### config.mk
export PLATFORM = sky130hd
export DESIGN_NAME = rtc_seconds_alarm
export DESIGN_NICKNAME = d
export VERILOG_FILES = /design/src/rtl/rtc_pkg.sv /design/src/rtl/rtc_tick_gen.sv /design/src/rtl/rtc_write_guard.sv /design/src/rtl/rtc_time_core.sv /design/src/rtl/rtc_seconds_alarm.sv
export SDC_FILE = /design/constraint.sdc
export NUM_CORES = 1
export LEC_CHECK = 0
export BUFFER_PORTS_ARGS = -buffer_cell sky130_fd_sc_hd__clkbuf_2
export CELL_PAD_IN_SITES_DETAIL_PLACEMENT = 1
export CELL_PAD_IN_SITES_GLOBAL_PLACEMENT = 1
export CORE_ASPECT_RATIO = 1.1
export CORE_UTILIZATION = 40
export CTS_CLUSTER_SIZE = 10
export DETAILED_ROUTE_END_ITERATION = 10
export GPL_ROUTABILITY_DRIVEN = 0
export PLACE_DENSITY_LB_ADDON = 0.08
export REMOVE_ABC_BUFFERS = 1
export SYNTH_ARGS = -nofsm -noshare
export SYNTH_HDL_FRONTEND = slang
export SYNTH_HIERARCHICAL = 1
export SYNTH_SLANG_ARGS = --single-unit
### constraint.sdc
create_clock -name clk -period 4.6 [get_ports clk]
set_input_delay 0.23 -clock clk [delete_from_list [all_inputs] [get_ports clk]]
set_output_delay 0.23 -clock clk [all_outputs]
set_load 0.005 [all_outputs]
### src/rtl/rtc_pkg.sv
package rtc_pkg;
  localparam int DW = 32;

  localparam logic [7:0] OFS_CTRL    = 8'h00;
  localparam logic [7:0] OFS_SECONDS = 8'h04;
  localparam logic [7:0] OFS_ALARM   = 8'h08;
  localparam logic [7:0] OFS_SCRATCH = 8'h34;
  localparam logic [7:0] OFS_UNLOCK  = 8'h3C;

  localparam int BIT_RUN      = 0;
  localparam int BIT_AL_EN    = 2;
  localparam int BIT_AL_IE    = 3;
  localparam int BIT_AL_FLAG  = 4;
  localparam int BIT_HZ_IE    = 5;
  localparam int BIT_HZ_FLAG  = 6;
  localparam int BIT_READY    = 7;
  localparam int BIT_UNLOCKED = 31;

  localparam logic [15:0] DEFAULT_KEY = 16'hA55A;
endpackage

### src/rtl/rtc_tick_gen.sv
module rtc_tick_gen #(
  parameter int TICK_DIV = 32768
) (
  input  logic clk,
  input  logic rst,
  input  logic run,
  input  logic restart,
  output logic tick
);
  localparam int CW = (TICK_DIV > 2) ? $clog2(TICK_DIV) : 1;
  localparam logic [CW-1:0] LAST = CW'(TICK_DIV - 1);

  logic [CW-1:0] cnt;

  assign tick = run && (cnt == LAST);

  always_ff @(posedge clk) begin
    if (rst || restart || !run) cnt <= '0;
    else if (tick)              cnt <= '0;
    else                        cnt <= cnt + 1'b1;
  end
endmodule

### src/rtl/rtc_write_guard.sv
module rtc_write_guard #(
  parameter int          BUSY_CYCLES = 4,
  parameter logic [15:0] KEY         = 16'hA55A,
  parameter bit          USE_UNLOCK  = 1'b1
) (
  input  logic        clk,
  input  logic        rst,
  input  logic        we,
  input  logic        to_unlock,
  input  logic [15:0] wdata_lo,
  output logic        ready,
  output logic        unlocked,
  output logic        accept
);
  localparam int BW = $clog2(BUSY_CYCLES + 1);
  localparam logic [BW-1:0] BUSY_LOAD = BW'(BUSY_CYCLES);

  logic [BW-1:0] busy;

  assign ready = (busy == '0);

  generate
    if (USE_UNLOCK) begin : g_keyed
      logic unl_q;
      assign accept   = we && !to_unlock && ready && unl_q;
      assign unlocked = unl_q;
      always_ff @(posedge clk) begin
        if (rst)                                         unl_q <= 1'b0;
        else if (we && to_unlock && ready && wdata_lo == KEY) unl_q <= 1'b1;
        else if (accept)                                 unl_q <= 1'b0;
      end
    end else begin : g_open
      assign accept   = we && !to_unlock && ready;
      assign unlocked = 1'b1;
    end
  endgenerate

  always_ff @(posedge clk) begin
    if (rst)          busy <= '0;
    else if (accept)  busy <= BUSY_LOAD;
    else if (!ready)  busy <= busy - 1'b1;
  end
endmodule

### src/rtl/rtc_time_core.sv
module rtc_time_core #(
  parameter int W = 32
) (
  input  logic         clk,
  input  logic         rst,
  input  logic         tick,
  input  logic         load_sec,
  input  logic         load_alarm,
  input  logic [W-1:0] wdata,
  input  logic         alarm_en,
  input  logic         clr_hz,
  input  logic         clr_al,
  output logic [W-1:0] seconds,
  output logic [W-1:0] alarm,
  output logic         hz_flag,
  output logic         al_flag
);
  logic match;
  assign match = alarm_en && (seconds == alarm);

  always_ff @(posedge clk) begin
    if (rst) begin
      seconds <= '0;
      alarm   <= '0;
      hz_flag <= 1'b0;
      al_flag <= 1'b0;
    end else begin
      if (load_sec)  seconds <= wdata;
      else if (tick) seconds <= seconds + 1'b1;
      if (load_alarm) alarm <= wdata;
      hz_flag <= (hz_flag && !clr_hz) || tick;
      al_flag <= (al_flag && !clr_al) || match;
    end
  end
endmodule

### src/rtl/rtc_seconds_alarm.sv
module rtc_seconds_alarm
  import rtc_pkg::*;
#(
  parameter int          ADDR_W      = 8,
  parameter int          TICK_DIV    = 32768,
  parameter int          BUSY_CYCLES = 4,
  parameter logic [15:0] UNLOCK_KEY  = DEFAULT_KEY,
  parameter bit          USE_UNLOCK  = 1'b1
) (
  input  logic              clk,
  input  logic              rst,
  input  logic [ADDR_W-1:0] bus_addr,
  input  logic              bus_we,
  input  logic              bus_re,
  input  logic [DW-1:0]     bus_wdata,
  output logic [DW-1:0]     bus_rdata,
  output logic              irq
);
  logic hit_ctrl, hit_sec, hit_alarm, hit_scratch, hit_unlock;
  assign hit_ctrl    = (bus_addr == ADDR_W'(OFS_CTRL));
  assign hit_sec     = (bus_addr == ADDR_W'(OFS_SECONDS));
  assign hit_alarm   = (bus_addr == ADDR_W'(OFS_ALARM));
  assign hit_scratch = (bus_addr == ADDR_W'(OFS_SCRATCH));
  assign hit_unlock  = (bus_addr == ADDR_W'(OFS_UNLOCK));

  logic wr_ready, unlocked, wr_accept, tick;
  logic run_q, al_en_q, al_ie_q, hz_ie_q;
  logic [DW-1:0] seconds, alarm, scratch_q;
  logic hz_flag, al_flag;
  logic ctrl_wr;

  assign ctrl_wr = wr_accept && hit_ctrl;

  rtc_write_guard #(
    .BUSY_CYCLES(BUSY_CYCLES), .KEY(UNLOCK_KEY), .USE_UNLOCK(USE_UNLOCK)
  ) u_guard (
    .clk(clk), .rst(rst), .we(bus_we), .to_unlock(hit_unlock),
    .wdata_lo(bus_wdata[15:0]), .ready(wr_ready), .unlocked(unlocked),
    .accept(wr_accept)
  );

  rtc_tick_gen #(.TICK_DIV(TICK_DIV)) u_tick (
    .clk(clk), .rst(rst), .run(run_q), .restart(wr_accept && hit_sec),
    .tick(tick)
  );

  rtc_time_core #(.W(DW)) u_core (
    .clk(clk), .rst(rst), .tick(tick),
    .load_sec(wr_accept && hit_sec), .load_alarm(wr_accept && hit_alarm),
    .wdata(bus_wdata), .alarm_en(al_en_q),
    .clr_hz(ctrl_wr && !bus_wdata[BIT_HZ_FLAG]),
    .clr_al(ctrl_wr && !bus_wdata[BIT_AL_FLAG]),
    .seconds(seconds), .alarm(alarm), .hz_flag(hz_flag), .al_flag(al_flag)
  );

  always_ff @(posedge clk) begin
    if (rst) begin
      run_q <= 1'b0; al_en_q <= 1'b0; al_ie_q <= 1'b0; hz_ie_q <= 1'b0;
      scratch_q <= '0;
    end else begin
      if (ctrl_wr) begin
        run_q   <= bus_wdata[BIT_RUN];
        al_en_q <= bus_wdata[BIT_AL_EN];
        al_ie_q <= bus_wdata[BIT_AL_IE];
        hz_ie_q <= bus_wdata[BIT_HZ_IE];
      end
      if (wr_accept && hit_scratch) scratch_q <= bus_wdata;
    end
  end

  logic [DW-1:0] ctrl_word, rd_mux;
  always_comb begin
    ctrl_word = '0;
    ctrl_word[BIT_RUN]     = run_q;
    ctrl_word[BIT_AL_EN]   = al_en_q;
    ctrl_word[BIT_AL_IE]   = al_ie_q;
    ctrl_word[BIT_AL_FLAG] = al_flag;
    ctrl_word[BIT_HZ_IE]   = hz_ie_q;
    ctrl_word[BIT_HZ_FLAG] = hz_flag;
    ctrl_word[BIT_READY]   = wr_ready;
    rd_mux = '0;
    if (hit_ctrl)    rd_mux = ctrl_word;
    if (hit_sec)     rd_mux = seconds;
    if (hit_alarm)   rd_mux = alarm;
    if (hit_scratch) rd_mux = scratch_q;
    if (hit_unlock)  rd_mux[BIT_UNLOCKED] = unlocked;
  end

  always_ff @(posedge clk) begin
    if (rst) begin
      bus_rdata <= '0;
      irq       <= 1'b0;
    end else begin
      if (bus_re) bus_rdata <= rd_mux;
      irq <= (hz_flag && hz_ie_q) || (al_flag && al_ie_q);
    end
  end
endmodule

==> impl_metrics.json, run 1 <==
{
  "grt_max_degree": 66,
  "slew_headroom_pct": 22.8,
  "status": "finished clean",
  "routed_wl_um": 21700,
  "layout_min_cycle_time_ns": 3.09,
  "cp.arrival_ns": 3.41,
  "cts_buffers": 17,
  "grt_pass1_vias": 6685,
  "rsz0062_at_grt": "no",
  "ir_worst_vdd_mv": 0.254,
  "finalPower_uw": 3010,
  "post-synth-top-area-fraction_pct": 40.9,
  "most-common-layout-cells": "dfxtp_1, nor2_1, nand2_1",
  "setup_ws_ns": 1.51,
  "worstPathRequired_ns": 4.92,
  "tns_ns": 0,
  "synth-seq-area-share_pct": 40.9,
  "grt_pass1_wl_um": 35300,
  "drt_iter0_drc": 239,
  "antenna_cells": 0,
  "cts_resized": 0,
  "dieArea_um2": 19400,
  "power_density_nw_per_um2": 350,
  "setup_violations": 0,
  "layout-drive-gt1-share_pct": 15.3,
  "cts_hold_buf": 0,
  "fin_worst_skew_ns": 0.00992,
  "initial_core_util_pct": 40.9,
  "route.met2.wl_um": 10800,
  "min_path_type": "in -> reg",
  "area_growth_pct": 14.2,
  "final_area_um2": 8600,
  "top_layer": "met4",
  "maxCapViolCount": 0,
  "ys_top_cells_by_area": "dfxtp_1, mux2i_1, nor2_1",
  "clock-sinks": 154,
  "final_common_cell": "dfxtp_1",
  "synthFlopType": "dfxtp_1",
  "ant_nets": 0,
  "ioPinCount": 77,
  "yosysTopAreaCell": "dfxtp_1",
  "worst_pin_slew_ns": 1.16,
  "gr-total-overflow": 0,
  "dp_hpwl_um": 14400,
  "antenna_found_initial": 0,
  "synth-edff-count": 0,
  "first_pass_iters": 6,
  "period_share_pct": 67.2,
  "nFillCells": 2172,
  "nets": 953,
  "postPlaceCellArea_um2": 8030,
  "hold_viol": 0,
  "portBuffers": 76,
  "root_buffer": "clkbuf_16",
  "synth_area_um2": 7530,
  "rows": 52,
  "drv_slew": 0,
  "end_kind": "register",
  "clk_latency_ns": 0.43,
  "tritoncts": "done",
  "synth_cells": 866,
  "r2r_slack_ns": 1.51,
  "fmax_ghz": 0.323,
  "hold_ws_ns": 0.0512,
  "remaining_drc_errors": 0,
  "crit_fanout": 9,
  "ys_ff_latch": 154,
  "synth.avg_cell_area_um2": 8.70,
  "dr_wl_met3_um": 614,
  "cts.clk_slew.worst_paths_ns": 0.06,
  "viasPerCell": 5.52,
  "die_y_um": 146,
  "die_w_um": 133,
  "wl_met1_um": 9840,
  "core_um2": 18400,
  "synthArstFlopShare_pct": 0,
  "grt_use_total_pct": 23.1,
  "cts_setup_buffers": 0,
  "h-tree-depth": 4,
  "path_class": "reg -> reg",
  "crit_path_start_kind": "register",
  "yosysWarnings": 6,
  "cellLeakagePower_uw": 0.00314,
  "vias": 6408,
  "post-place-ws_ns": 1.30,
  "ys_types": 61,
  "cts_max_path_buffers": 2,
  "wl_per_cell_um": 18.7
}
-- synthesized netlist by cell type, drive strengths merged, types with 2 or more instances --
cell type	instances
nand3	12
nor2	125
o211ai	2
nand4b	2
a22o	24
clkbuf	36
a311oi	6
nor4b	2
nor2b	4
xor2	24
nand2	87
a211oi	24
nand2b	3
buf	27
a2111oi	2
and2	7
mux2i	53
nor4	10
a21oi	56
a211o	2
inv	24
o21ai	9
ha	4
nand4	25
nor3	13
nor4bb	3
and4	5
o21a	14
a22oi	26
xnor2	50
and3	10
nor3b	5
or2	2
dfxtp	154
or4	3
-- layout make-up --
cell class	instances	area [um^2]	share of cell area (%)
well taps	243	304	3.54
inverters	24	92.6	1.08
clock buffers	25	485	5.64
multi-input cells	625	4110	47.8
repair buffers	83	435	5.06
flip-flops and latches	154	3080	35.8
clock inverters	7	90.1	1.05
-- path summary, 6_finish.rpt --
kind / start / endpoint / cells past startpoint
min reg2reg: scratch_q[8]$_SDFFE_PP0P_ / scratch_q[8]$_SDFFE_PP0P_ / 2
min: bus_wdata[22] / scratch_q[22]$_SDFFE_PP0P_ / 3
max: u_tick/cnt[0]$_SDFF_PP0_ / u_core/seconds[23]$_SDFFE_PP0P_ / 9
max reg2reg: u_tick/cnt[0]$_SDFF_PP0_ / u_core/seconds[23]$_SDFFE_PP0P_ / 9
-- power breakdown --
part | internal [uW] | leakage (uW) | switching (uW)
clock network | 839 | 0.000277 | 559
registers | 1360 | 0.00125 | 15.3
logic | 92.8 | 0.00162 | 144
-- cell families (layout without fill, tap and decap cells) --
group | Yosys count | in the layout | synth area share (%)
and+or+nand+nor | 323 | 323 | 21.9
AOI/OAI and AO/OA | 170 | 170 | 15.7
DFF | 154 | 154 | 40.9
buffers and inverters | 87 | 139 | 4.98
xor gates and xnor gates | 74 | 74 | 8.61
muxes | 54 | 54 | 7.19
adders and majority gates | 4 | 4 | 0.665
-- layer usage --
metal / GRT usage [%] / vias up
met5: 0 / -
met4: 8.79 / 0
met3: 3.94 / 28
met2: 40.8 / 99
met1: 27.8 / 3170
li1: - / 3111
-- per-stage QoR --
| step | instances | util (%) |
|---|---|---|
| finish | 1161 | 46.7 |
| global route | 1161 | 46.7 |
| CTS | 1161 | 46.7 |
| detailed placement | 1129 | 43.6 |
| global placement | 1129 | 43.6 |
| floorplan | 803 | - |
-- sequential cells by signal, indices dropped and copies added, names as in the netlist --
name and cells:
u_tick/cnt 15, u_core/hz_flag 1, run_q 1, hz_ie_q 1, u_core/al_flag 1, u_guard/busy 3
scratch_q 32, irq 1, u_core/alarm 32, u_core/seconds 32, u_guard/unlocked 1, bus_rdata 32
al_en_q 1, al_ie_q 1
-- critical path, cell delays in order (launching register included) --
cell,delay [ns]
dfxtp_1,0.40
ha_1,0.23
nand3_2,0.18
nor2_2,0.21
and4_1,0.48
nand4_4,0.23
nor4_4,0.63
nand3_1,0.26
xnor2_1,0.19
o21a_1,0.17
Power figures use the tool's default switching activity.
==> run 2: changes to the inputs <==
Clock period 4.6 ns to 3.16 ns, I/O delays scaled along.
==> run 2 against run 1 <==
Largest cell class unchanged; utilization grew 1.4 points; largest power group unchanged; clock-buffer cell count decreased by 2; combinational power rose by 51%; critical endpoint is now u_core/seconds[24]$_SDFFE_PP0P_; die area did not move.
==> impl_metrics.json, run 2 (synthesized netlist as in run 1, its figures left out) <==
{
  "status": "finished clean",
  "first_pass_iters": 4,
  "crit_slowest_cell": "nor3_2",
  "hold_end": "scratch_q[9]$_SDFFE_PP0P_",
  "grt_pass1_vias": 6919,
  "grt_use_total_pct": 24.0,
  "slowest_delay_ns": 0.47,
  "cp_top_family": "simple AND/OR/NAND/NOR gates",
  "worst_pin_slew_ns": 0.971,
  "tritoncts": "done",
  "portBuffers": 76,
  "path_class": "reg -> reg",
  "root_buffer": "clkbuf_16",
  "crit_path_start_kind": "register",
  "crit_chain": "ha_1, nand3_2, nor2_2, and4_1, buf_4, nand4_1, nor3_2, nand4_1, xnor2_1, o21a_1",
  "routed_wl_um": 22300,
  "h-tree-depth": 4,
  "layout-drive-gt1-share_pct": 16.6,
  "setup_violations": 0,
  "slew_headroom_pct": 35.3,
  "viasPerCell": 5.45,
  "seq_area_um2": 3080,
  "nets": 980,
  "min_from": "bus_wdata[9]",
  "drv_slew": 0,
  "whs_path_depth": 3,
  "cts_setup_buffers": 0,
  "multi_input_area_um2": 4100,
  "die_w_um": 133,
  "end_kind": "register",
  "fmax_ghz": 0.351,
  "cts_buffers": 17,
  "gr-total-overflow": 0,
  "cts_max_path_buffers": 2,
  "period_share_pct": 90.1,
  "rsz0062_at_grt": "no",
  "maxCapViolCount": 0,
  "rows": 52,
  "hold_viol": 0,
  "ir_worst_vdd_mv": 0.315,
  "postPlaceCellArea_um2": 8140,
  "min_path_type": "in -> reg",
  "most-common-layout-cells": "dfxtp_1, nor2_1, nand2_1",
  "setup_ws_ns": 0.314,
  "path_buf_inv": 1,
  "r2r_end": "u_core/seconds[24]$_SDFFE_PP0P_",
  "ant_nets": 0,
  "antenna_found_initial": 0,
  "final_common_cell": "dfxtp_1",
  "initial_core_util_pct": 40.9,
  "grt_pass1_wl_um": 36600,
  "r2r_cells": 10,
  "power_density_nw_per_um2": 505,
  "dieArea_um2": 19400,
  "cellLeakagePower_uw": 0.00328,
  "core_um2": 18400,
  "layout_min_cycle_time_ns": 2.85,
  "worstPathRequired_ns": 3.47,
  "crit_path_frequent_cell": "nand4_1",
  "r2r_start": "u_tick/cnt[0]$_SDFF_PP0_",
  "remaining_drc_errors": 0,
  "vias": 6464,
  "dp_hpwl_um": 15700,
  "antenna_cells": 0,
  "final_area_um2": 8850,
  "cts_resized": 0,
  "crit_fanout": 7,
  "cts.clk_slew.worst_paths_ns": 0.06,
  "wl_per_cell_um": 18.8,
  "ioPinCount": 77,
  "nFillCells": 2187,
  "drt_iter0_drc": 322,
  "die_y_um": 146,
  "dp.cells": 1145,
  "area_growth_pct": 17.6,
  "clock-sinks": 154,
  "clk_latency_ns": 0.43,
  "fin_cells": 1185,
  "cp.arrival_ns": 3.16,
  "r2r_slack_ns": 0.31,
  "grt_max_degree": 83,
  "fin_worst_skew_ns": 0.0153,
  "post-place-ws_ns": 0.336,
  "cts_hold_buf": 11
}
-- run 2: cell types whose count changed in the layout (fill, tap and decap cells not counted), sizes merged --
| cell | change |
|---|---|
| clkbuf | -2 |
| clkinv | -2 |
| dlygate4sd3 | +11 |
| buf | +16 |
| bufinv | +1 |
-- run 2: final cells by class --
| cell class | instances | area share [%] |
|---|---|---|
| Clock buffer | 23 | 5.51 |
| Tap cell | 243 | 3.43 |
| Timing Repair Buffer | 110 | 7.66 |
| Clock inverter | 6 | 1.29 |
| Inverter | 24 | 1.05 |
| Sequential cell | 154 | 34.8 |
| Multi-Input combinational cell | 625 | 46.2 |
-- run 2: per-stage QoR --
stage	util [%]	total power, uW	setup TNS [ns]	hold slack [ns]
finish	48.1	4470	0	0.0109
global route	48.1	4640	0	0.0152
global placement	44.2	2370	0	0.417
floorplan	-	2220	-83.46	0.222
detailed placement	44.2	2390	0	0.427
CTS	48.1	4520	0	0.00657
-- run 2: power by group --
group	total (uW)	internal (uW)	switching [uW]
registers	2000	1980	20.5
logic	357	147	210
clock network	2110	1320	799
-- run 2: tightest hold or removal path: cells and delay by family --
family                 cells  cell delay, ns
buffers and inverters      1            0.12
AOI/OAI and AO/OA          1            0.05
and+or+nand+nor            1            0.06
-- run 2: worst max-delay path by stage --
stage / start / to / slack [ns] / depth (start not counted)
2_1_floorplan: u_guard/busy[0]$_SDFFE_PP0P_ / u_tick/cnt[10]$_SDFF_PP0_ / -1.91 / 11
3_3_place_gp: u_tick/cnt[0]$_SDFF_PP0_ / u_core/seconds[24]$_SDFFE_PP0P_ / 0.44 / 10
3_5_place_dp: u_tick/cnt[0]$_SDFF_PP0_ / u_core/seconds[24]$_SDFFE_PP0P_ / 0.34 / 10
4_1_cts: u_tick/cnt[0]$_SDFF_PP0_ / u_core/seconds[24]$_SDFFE_PP0P_ / 0.32 / 10
5_1_grt: u_tick/cnt[0]$_SDFF_PP0_ / u_core/seconds[18]$_SDFFE_PP0P_ / 0.07 / 10
6_report: u_tick/cnt[0]$_SDFF_PP0_ / u_core/seconds[24]$_SDFFE_PP0P_ / 0.31 / 10
-- run 2: layer usage --
metal | routed length, um | vias up | track usage [%]
met1 | 9900 | 3193 | 29.5
met2 | 11300 | 96 | 42.7
met5 | 0 | - | 0
li1 | - | 3155 | -
met3 | 784 | 20 | 3.76
met4 | 285 | 0 | 7.59
